**src/rtl/sio_pkg.sv**
```systemverilog
package sio_pkg;

  localparam int FRM_MAX = 13;

  typedef struct packed {
    logic data8;
    logic par_en;
    logic par_odd;
    logic mp_en;
    logic stop2;
  } fmt_t;

  typedef struct packed {
    logic [7:0] data;
    logic       mpb;
    logic       par_bad;
    logic       stop_bad;
    logic       all_low;
  } rx_res_t;

  function automatic logic [3:0] frame_len(fmt_t f);
    return 4'd1 + (f.data8 ? 4'd8 : 4'd7) + {3'b000, f.par_en} +
           {3'b000, f.mp_en} + (f.stop2 ? 4'd2 : 4'd1);
  endfunction

  function automatic logic par_bit(fmt_t f, logic [7:0] d);
    logic p;
    p = f.data8 ? ^d : ^d[6:0];
    return p ^ f.par_odd;
  endfunction

  function automatic logic [FRM_MAX-1:0] build_frame(fmt_t f, logic [7:0] d, logic mpb);
    logic [FRM_MAX-1:0] fr;
    logic [3:0]         pos;
    fr    = '1;
    fr[0] = 1'b0;
    for (int i = 0; i < 8; i++)
      if (i < 7 || f.data8) fr[1+i] = d[i];
    pos = f.data8 ? 4'd9 : 4'd8;
    if (f.par_en) begin
      fr[pos] = par_bit(f, d);
      pos     = pos + 4'd1;
    end
    if (f.mp_en) fr[pos] = mpb;
    return fr;
  endfunction

  function automatic rx_res_t decode(fmt_t f, logic [FRM_MAX-1:0] s);
    rx_res_t    r;
    logic [3:0] pos;
    logic [3:0] len;
    logic       any_high;
    r.data = s[8:1];
    if (!f.data8) r.data[7] = 1'b0;
    pos       = f.data8 ? 4'd9 : 4'd8;
    r.par_bad = 1'b0;
    if (f.par_en) begin
      r.par_bad = (s[pos] != par_bit(f, r.data));
      pos       = pos + 4'd1;
    end
    r.mpb = 1'b0;
    if (f.mp_en) begin
      r.mpb = s[pos];
      pos   = pos + 4'd1;
    end
    r.stop_bad = !s[pos];
    if (f.stop2 && !s[pos + 4'd1]) r.stop_bad = 1'b1;
    len      = frame_len(f);
    any_high = 1'b0;
    for (int i = 0; i < FRM_MAX; i++)
      if (i < int'(len) && s[i]) any_high = 1'b1;
    r.all_low = !any_high;
    return r;
  endfunction

endpackage

```
**src/rtl/sio_baud.sv**
```systemverilog
module sio_baud #(
  parameter int DIV_W    = 12,
  parameter int EXT_SYNC = 2
) (
  input  logic             clk,
  input  logic             rst_n,
  input  logic             sel_ext,
  input  logic             clk_out_en,
  input  logic [DIV_W-1:0] div,
  input  logic             ext_clk,
  output logic             tick,
  output logic             sclk
);

  logic [EXT_SYNC:0] ext_sh;
  logic [DIV_W-1:0]  cnt;
  logic [3:0]        ph16;
  logic              int_tick;
  logic              ext_rise;

  assign int_tick = !sel_ext && (cnt >= div);
  assign ext_rise = ext_sh[EXT_SYNC-1] && !ext_sh[EXT_SYNC];
  assign tick     = sel_ext ? ext_rise : int_tick;
  assign sclk     = clk_out_en && !sel_ext && ph16[3];

  always_ff @(posedge clk or negedge rst_n) begin
    if (!rst_n) begin
      ext_sh <= '0;
      cnt    <= '0;
      ph16   <= '0;
    end else begin
      ext_sh <= {ext_sh[EXT_SYNC-1:0], ext_clk};
      if (sel_ext || int_tick) cnt <= '0;
      else                     cnt <= cnt + 1'b1;
      if (tick) ph16 <= ph16 + 4'd1;
    end
  end

endmodule

```
**src/rtl/sio_tx.sv**
```systemverilog
module sio_tx
  import sio_pkg::*;
(
  input  logic       clk,
  input  logic       rst_n,
  input  fmt_t       fmt,
  input  logic       tick,
  input  logic       in_valid,
  output logic       in_ready,
  input  logic [7:0] in_data,
  input  logic       in_mpb,
  output logic       txd
);

  logic               busy;
  logic [FRM_MAX-1:0] sh;
  logic [3:0]         left;
  logic [3:0]         ph;

  assign in_ready = !busy;
  assign txd      = busy ? sh[0] : 1'b1;

  always_ff @(posedge clk or negedge rst_n) begin
    if (!rst_n) begin
      busy <= 1'b0;
      sh   <= '1;
      left <= '0;
      ph   <= '0;
    end else if (!busy) begin
      if (in_valid) begin
        sh   <= build_frame(fmt, in_data, in_mpb);
        left <= frame_len(fmt) - 4'd1;
        ph   <= '0;
        busy <= 1'b1;
      end
    end else if (tick) begin
      if (ph == 4'd15) begin
        ph <= '0;
        if (left == 4'd0) begin
          busy <= 1'b0;
        end else begin
          sh   <= {1'b1, sh[FRM_MAX-1:1]};
          left <= left - 4'd1;
        end
      end else begin
        ph <= ph + 4'd1;
      end
    end
  end

endmodule

```
**src/rtl/sio_rx.sv**
```systemverilog
module sio_rx
  import sio_pkg::*;
(
  input  logic    clk,
  input  logic    rst_n,
  input  fmt_t    fmt,
  input  logic    tick,
  input  logic    rxd,
  output logic    fin,
  output rx_res_t res
);

  logic               r1, r2;
  logic               armed;
  logic               active;
  logic [3:0]         ph;
  logic [3:0]         idx;
  logic [FRM_MAX-1:0] samp;

  assign res = decode(fmt, samp);

  always_ff @(posedge clk or negedge rst_n) begin
    if (!rst_n) begin
      r1     <= 1'b1;
      r2     <= 1'b1;
      armed  <= 1'b0;
      active <= 1'b0;
      ph     <= '0;
      idx    <= '0;
      samp   <= '1;
      fin    <= 1'b0;
    end else begin
      r1  <= rxd;
      r2  <= r1;
      fin <= 1'b0;
      if (!active) begin
        if (r2) armed <= 1'b1;
        if (tick && armed && !r2) begin
          active <= 1'b1;
          armed  <= 1'b0;
          ph     <= 4'd1;
          idx    <= '0;
        end
      end else if (tick) begin
        ph <= ph + 4'd1;
        if (ph == 4'd7) begin
          if (idx == 4'd0 && r2) begin
            active <= 1'b0;
          end else begin
            samp[idx] <= r2;
            if (idx == frame_len(fmt) - 4'd1) begin
              active <= 1'b0;
              fin    <= 1'b1;
            end else begin
              idx <= idx + 4'd1;
            end
          end
        end
      end
    end
  end

endmodule

```
**src/rtl/sio_async_xcvr.sv**
```systemverilog
module sio_async_xcvr
  import sio_pkg::*;
#(
  parameter int DIV_W = 12
) (
  input  logic             clk,
  input  logic             rst_n,
  input  logic             cfg_data8,
  input  logic             cfg_par_en,
  input  logic             cfg_par_odd,
  input  logic             cfg_mp_en,
  input  logic             cfg_stop2,
  input  logic [1:0]       cfg_clk_sel,
  input  logic [DIV_W-1:0] cfg_baud_div,
  input  logic             ext_clk16,
  output logic             sclk_out,
  input  logic             tx_valid,
  output logic             tx_ready,
  input  logic [7:0]       tx_data,
  input  logic             tx_mpb,
  output logic             txd,
  input  logic             rxd,
  output logic             rx_valid,
  input  logic             rx_ready,
  output logic [7:0]       rx_data,
  output logic             rx_mpb,
  output logic             err_frame,
  output logic             err_parity,
  output logic             err_overrun,
  output logic             brk_det,
  input  logic [3:0]       flag_clr
);

  fmt_t    fmt;
  logic    tick;
  logic    fin;
  rx_res_t res;
  logic    hold_v;
  logic [7:0] hold_d;
  logic    hold_m;
  logic [3:0] flags;
  logic [3:0] set_v;
  logic    take;
  logic    good;

  assign fmt = '{data8: cfg_data8, par_en: cfg_par_en, par_odd: cfg_par_odd,
                 mp_en: cfg_mp_en, stop2: cfg_stop2};

  sio_baud #(.DIV_W(DIV_W), .EXT_SYNC(2)) u_baud (
    .clk        (clk),
    .rst_n      (rst_n),
    .sel_ext    (cfg_clk_sel[1]),
    .clk_out_en (cfg_clk_sel == 2'b01),
    .div        (cfg_baud_div),
    .ext_clk    (ext_clk16),
    .tick       (tick),
    .sclk       (sclk_out)
  );

  sio_tx u_tx (
    .clk      (clk),
    .rst_n    (rst_n),
    .fmt      (fmt),
    .tick     (tick),
    .in_valid (tx_valid),
    .in_ready (tx_ready),
    .in_data  (tx_data),
    .in_mpb   (tx_mpb),
    .txd      (txd)
  );

  sio_rx u_rx (
    .clk   (clk),
    .rst_n (rst_n),
    .fmt   (fmt),
    .tick  (tick),
    .rxd   (rxd),
    .fin   (fin),
    .res   (res)
  );

  assign take = hold_v && rx_ready;
  assign good = fin && !res.all_low;

  // flag order: 0 framing, 1 parity, 2 overrun, 3 break
  assign set_v[0] = fin && res.stop_bad;
  assign set_v[1] = good && res.par_bad;
  assign set_v[2] = good && hold_v && !rx_ready;
  assign set_v[3] = fin && res.all_low;

  always_ff @(posedge clk or negedge rst_n) begin
    if (!rst_n) begin
      hold_v <= 1'b0;
      hold_d <= '0;
      hold_m <= 1'b0;
      flags  <= '0;
    end else begin
      if (take) hold_v <= 1'b0;
      if (good && !(hold_v && !rx_ready)) begin
        hold_v <= 1'b1;
        hold_d <= res.data;
        hold_m <= res.mpb;
      end
      flags <= (flags & ~flag_clr) | set_v;
    end
  end

  assign rx_valid    = hold_v;
  assign rx_data     = hold_d;
  assign rx_mpb      = hold_m;
  assign err_frame   = flags[0];
  assign err_parity  = flags[1];
  assign err_overrun = flags[2];
  assign brk_det     = flags[3];

endmodule

```
**config.mk**
```make
export PLATFORM = sky130hd
export DESIGN_NAME = sio_async_xcvr
export DESIGN_NICKNAME = d
export VERILOG_FILES = /design/src/rtl/sio_pkg.sv /design/src/rtl/sio_baud.sv /design/src/rtl/sio_tx.sv /design/src/rtl/sio_rx.sv /design/src/rtl/sio_async_xcvr.sv
export SDC_FILE = /design/constraint.sdc
export NUM_CORES = 1
export LEC_CHECK = 0
export BUFFER_PORTS_ARGS = -buffer_cell sky130_fd_sc_hd__buf_2
export CORE_UTILIZATION = 53
export CTS_CLUSTER_DIAMETER = 100
export DETAILED_ROUTE_END_ITERATION = 10
export HOLD_SLACK_MARGIN = 0.12
export PLACE_DENSITY_LB_ADDON = 0.12
export SYNTH_ARGS = -nofsm -noshare
export SYNTH_HDL_FRONTEND = slang
export SYNTH_SLANG_ARGS = --single-unit
```
**constraint.sdc**
```tcl
create_clock -name clk -period 3.2 [get_ports clk]
set_input_delay 0.64 -clock clk [delete_from_list [all_inputs] [get_ports clk]]
set_output_delay 0.64 -clock clk [all_outputs]
set_load 0.03 [all_outputs]
```
# Yosys cells after proc, flatten, opt, wreduce, memory -nomap -nowiden
# Index checks and enable logic that the tools add are counted.
# op_classes
n_eq_ne,12
muxes,110
order_cmp,23
addsub,14
reduce_logical,59
n_bitwise,7
# ops
cell,count
2-to-1 mux 13 bit,9
2-to-1 mux 4 bit,23
2-to-1 mux 1 bit,66
bitwise mux 13 bit,3
logical AND 1 bit,33
less-than comparator 4 x 5 -> 1 bit (second input constant),6
adder 4 x 1 -> 4 bit (second input constant),7
less-than comparator 4 bit (first input constant),5
binary-select mux 1 bit (select 4 bit),4
less-than comparator 3 x 4 -> 1 bit (first input constant),4
parity 8 bit,2
parity 7 bit,2
adder 12 x 1 -> 12 bit (second input constant),1
demux 1 bit (select 4 bit),3
>= comparator 12 bit,1
>= comparator 4 x 1 -> 1 bit (second input constant),3
2-to-1 mux 12 bit,1
inequality test 2 bit (second input constant),5
logical NOT 1 bit,9
adder 4 x 1 -> 4 bit,2
logical NOT 4 bit,2
less-than comparator 1 x 4 -> 1 bit (first input constant),2
less-than comparator 2 x 4 -> 1 bit (first input constant),2
AND reduction 4 bit,2
other kinds (19),28
# totals
register_bits,81
out_inout_bits,17
word_cells,244

# Logic depth before layout (Yosys ltp)
# logic_depth
word_depth,24
ltp_mapped,13

# Hierarchy
# From an unflattened synthesis, not the netlist that was laid out.
# hier_totals
hier_cells,521
hier_area_um2,5099.9
# modules_own_cells
mod,instances,cells_each,seq_area_each_um2,area_each_um2
sio_rx,1,222,669.4,1990.7
sio_tx,1,148,540.5,1395.1
sio_baud,1,111,475.5,1108.6
sio_async_xcvr,1,40,350.3,605.6

# Least setup slack after synthesis
# OpenSTA, ideal clock, no wires.
# synth_timing
path_kind,input-to-reg
startpoint,input cfg_mp_en
endpoint,register hold_d[0] (netlist: rx_data[0])
stages,13
n_path_buf,2
slack_ns,-0.650
t_required_ns,3.072
arrival_time_ns,3.722
path_cell_list,clkbuf_1 > inv_1 > ha_1 > fa_1 > fa_1 > ha_1 > o21ai_1 > a211o_1 > and2_1 > a22oi_2 > nand2b_1 > buf_4 > mux2_1
# synth_via
elab_chain_cells,19
elab_cells_between_ends,43
cone_classes,add/sub (2); order compare (13); mux (13); reduce/logical (15)
# synth_rtl
element,line,rtl
from (decl),sio_async_xcvr.sv:11,"input logic cfg_mp_en,"
adder 4 x 1 -> 4 bit *,sio_pkg.sv:22,"return 4'd1 + (f.data8 ? 4'd8 : 4'd7) + {3'b000, f.par_en} +"
adder 4 x 2 -> 4 bit *,sio_pkg.sv:23,"{3'b000, f.mp_en} + (f.stop2 ? 4'd2 : 4'd1);"
less-than comparator 1 x 4 -> 1 bit,sio_pkg.sv:71,if (i < int'(len) && s[i]) any_high = 1'b1;
logical AND 1 bit,sio_pkg.sv:71,
2-to-1 mux 1 bit (12 in series),sio_pkg.sv:71,
2-to-1 mux 1 bit *,sio_pkg.sv:71,
logical AND 1 bit *,sio_async_xcvr.sv:83,assign good = fin && !res.all_low;
logical AND 1 bit *,sio_async_xcvr.sv:99,if (good && !(hold_v && !rx_ready)) begin
to (signal assigned),sio_async_xcvr.sv:101,hold_d <= res.data;
to (decl),sio_async_xcvr.sv:39,logic [7:0] hold_d;
# Mark *: on every way between the ends. The rest lies on a longest branch, timed or not.
# A chain may end at the register's enable or synchronous reset.

# Worst setup path after layout
# layout_timing
startpoint,input cfg_mp_en
endpoint,register hold_d[2] (netlist: rx_data[2])
# Same word-level chain as after synthesis.

==> reports/results.txt <==
WP data arrival: 3.38 ns
Reg power frac: 0.439
Final Setup Violations: 0
Sw Share: 0.321
Synthesized flop and latch total: 80
Global Route Usage Sum: 0.225
EDFF count, synth: 0
Io pins: 55
Pwr Density: 560 mW/mm^2
Largest area contributor in the netlist: dfrtp_1
Fillers: 737
Sequential share of the synthesized area: 0.415
Die height: 98.2 um
Drt drc: 1
Mapped Avg Cell Area: 10.1 um^2
Core Region: 0.00885 mm^2
Dpl cell area: 0.00553 mm^2
P_leak: 2.78 nW
CP Max Fanout: 8
Ys flop type: dfrtp_1
1st-iter DRT viols: 153
Vias in the first global route: 3,701
Clock Latency Late Sink: 0.36 ns
Post-Syn Area: 0.00490 mm^2
Worst slew margin: 0.346
RePlAce Congestion: 0.807
# diodes: 0
Fin crit period: 3.14 ns
First-pass GRT wire length: 17,400 um
Routed vias: 3,723
WHS: 0.356 ns
Max Root-Sink Buffers: 2
Layout cells sized above 1: 0.297
CTS sink count: 80
Hold Fails Final Rpt: 0
Sw Pwr: 0.00104 W
IO buf count: 54
Synth warnings: 0
WL per Instance: 14.7 um
Post-Syn Instances: 484
Crit path max-delay cell type: fa_2
Worst min path class: reg -> reg
Initial Util: 0.554
Area fraction of the dominant cell type after synthesis: 0.271
Failing checks: DRC
Syn_nets: 558
CP peak stage delay: 0.63 ns
Setup Skew: 0.0113 ns
Fmax: 318 MHz
CP Launch Type: primary input
Die area: 0.00964 mm^2
Critical Path RT: 3.44 ns
Max_cap viols: 0
Post-synthesis async set-or-reset flop share: 1.00
Clk pin slew, worst setup/hold paths: 0.08 ns
Max VDD drop: 0.000386 V
Num CTS Buffers: 9
Die extent in x: 98.2 um
Synth top cells by count: dfrtp_1 (53), nand2_1 (44), inv_1 (40), ha_1 (34), nor2_1 (28)
Final nets: 635
Critical Path, Cell by Cell: buf_8 -> clkinv_4 -> ha_4 -> fa_2 -> fa_2 -> buf_6 -> ha_4 -> o21ai_2 -> a211o_1 -> and2_4 -> a22oi_2 -> nand2b_4 -> mux2_4
Setup TNS: 0 ns
CTS tree: done
CTS Hold Bufs: 0
Pre-antenna DRT Iters: 9
H-tree Lvls: 3
Worst Tran Pin Value: 0.981 ns
Standard-cell rows: 34
GRT overflow: 0
Slew Limit Fails: 0
Detailed Place HPWL: 7240 um
Comb power frac: 0.300
Final WL: 9880 um
Largest net degree at the start of global routing: 81
Routed Antenna Nets: 0
P_int: 0.00221 W
Drt via density: 5.52
Status: complete, but fails checks
Top-count cell post-synth: dfrtp_1
Final period util: 0.981
Antenna violations before repair: 0
Synthesis-to-layout area growth: 18.4%
Clock share of power: 0.262
Top post-synthesis cells by area: dfrtp_1 (27%), dfstp_2 (14%), ha_1 (8.7%), mux2_1 (5.7%), xnor2_1 (4.6%)
CTS root buffer: clkbuf_8
Yosys cell types: 64
Worst Setup End Kind: flop
Fin area: 0.00580 mm^2
RSZ-0062 raised after global routing: yes
Critical path type: in -> reg
==> kinds of logic (layout without fill, tap and decap cells) <==
logic type               Yosys count  count (layout)  synth area share
XOR/XNOR                          40              40            0.0761
buffers and inverters             60             142            0.0495
multiplexers                      47              47             0.110
adder cells (fa/ha/maj)           36              36            0.0950
AO/OA/AOI/OAI                     88              88             0.123
AND/OR/NAND/NOR                  133             133             0.132
flip-flops                        80              80             0.415
==> metrics by stage <==
stage	utilization	worst slack (ns)	total power [W]	instances
6_report	0.656	0.0601	0.00325	674
5_1_grt	0.656	-0.0116	0.00347	674
4_1_cts	0.653	0.00326	0.00328	674
3_5_place_dp	0.625	-0.450	0.00241	657
3_3_place_gp	0.625	-0.329	0.00236	657
2_1_floorplan	-	-0.377	0.00210	484
==> power groups by stage <==
stage	logic [W]	clock network, W	registers [W]
finish	0.000973	0.000851	0.00143
global route	0.00110	0.000910	0.00146
CTS	0.000981	0.000871	0.00142
detailed placement	0.000966	0	0.00144
global placement	0.000926	0	0.00143
floorplan	0.000722	0	0.00138
==> critical path: cells and delay by family <==
kind                       cells  cell delay [ns]
muxes                          1             0.31
buffers and inverters          3             0.25
and+or+nand+nor                2             0.38
AOI/OAI and AO/OA              3             0.48
adders and majority gates      4             1.31
==> routing by layer <==
metal  vias to the layer above  track usage  part of all wire
met3                        15       0.0408             0.029
met2                        63        0.366              0.47
met1                      1802        0.303              0.49
li1                       1843            -                 -
met5                         -            0                 0
met4                         0       0.0781             0.016
==> cell usage in the layout (no fill, tap or decap), types with 12 or more instances in the layout <==
cell | Yosys | layout
dfrtp_1 | 53 | 53
buf_2 | 2 | 51
nand2_1 | 44 | 44
inv_1 | 40 | 38
ha_1 | 34 | 30
nor2_1 | 28 | 28
buf_4 | 2 | 28
dfstp_2 | 27 | 27
xnor2_1 | 26 | 26
nand3_1 | 18 | 18
mux2_1 | 25 | 18
o21ai_0 | 16 | 15
xor2_1 | 12 | 12
mux2i_1 | 12 | 12
o21ai_1 | 12 | 12
==> repair_timing <==
| item | in CTS | in global routing |
|---|---|---|
| endpoints found under the setup margin | 9 | 9 |
| gates resized for setup | 1 | 9 |
| pin swaps | 5 | 1 |
| buffers inserted | 1 | 0 |
==> flip-flops by register name, summed over array words and instances, names as in the netlist <==
signal         cells
flags              4
rx_data            8
rx_mpb             1
rx_valid           1
u_baud.cnt        12
u_baud.ext_sh      3
u_baud.ph16        4
u_rx.active        1
u_rx.armed         1
u_rx.fin           1
u_rx.idx           4
u_rx.ph            4
u_rx.r1            1
u_rx.r2            1
u_rx.samp         13
u_tx.busy          1
u_tx.left          4
u_tx.ph            4
u_tx.sh           12
==> final timing paths <==
path	from	endpoint	slack, ns	cells past startpoint
setup reg to reg	u_baud.cnt[2]$_DFF_PN0_	u_rx.samp[8]$_DFFE_PN1P_	0.42	8
min in group asynchronous	rst_n	u_baud.cnt[5]$_DFF_PN0_	0.42	1
hold / removal	u_baud.ext_sh[0]$_DFF_PN0_	u_baud.ext_sh[1]$_DFF_PN0_	0.36	0
max in group asynchronous	rst_n	u_tx.ph[2]$_DFFE_PN0P_	2.12	1
setup / recovery	cfg_mp_en	rx_data[2]$_DFFE_PN0P_	0.06	13
hold reg to reg	u_baud.ext_sh[0]$_DFF_PN0_	u_baud.ext_sh[1]$_DFF_PN0_	0.36	0
==> area by class of cell <==
cell class,instances,area (um^2),area share
Multi-Input combinational cell,344,2710,0.467
Sequential cell,80,2040,0.351
Timing Repair Buffer,83,523,0.0901
Inverter,43,166,0.0287
Clock buffer,10,138,0.0237
Tap cell,108,135,0.0233
Clock inverter,6,92.6,0.0160
(Power assumes the default switching activity.)
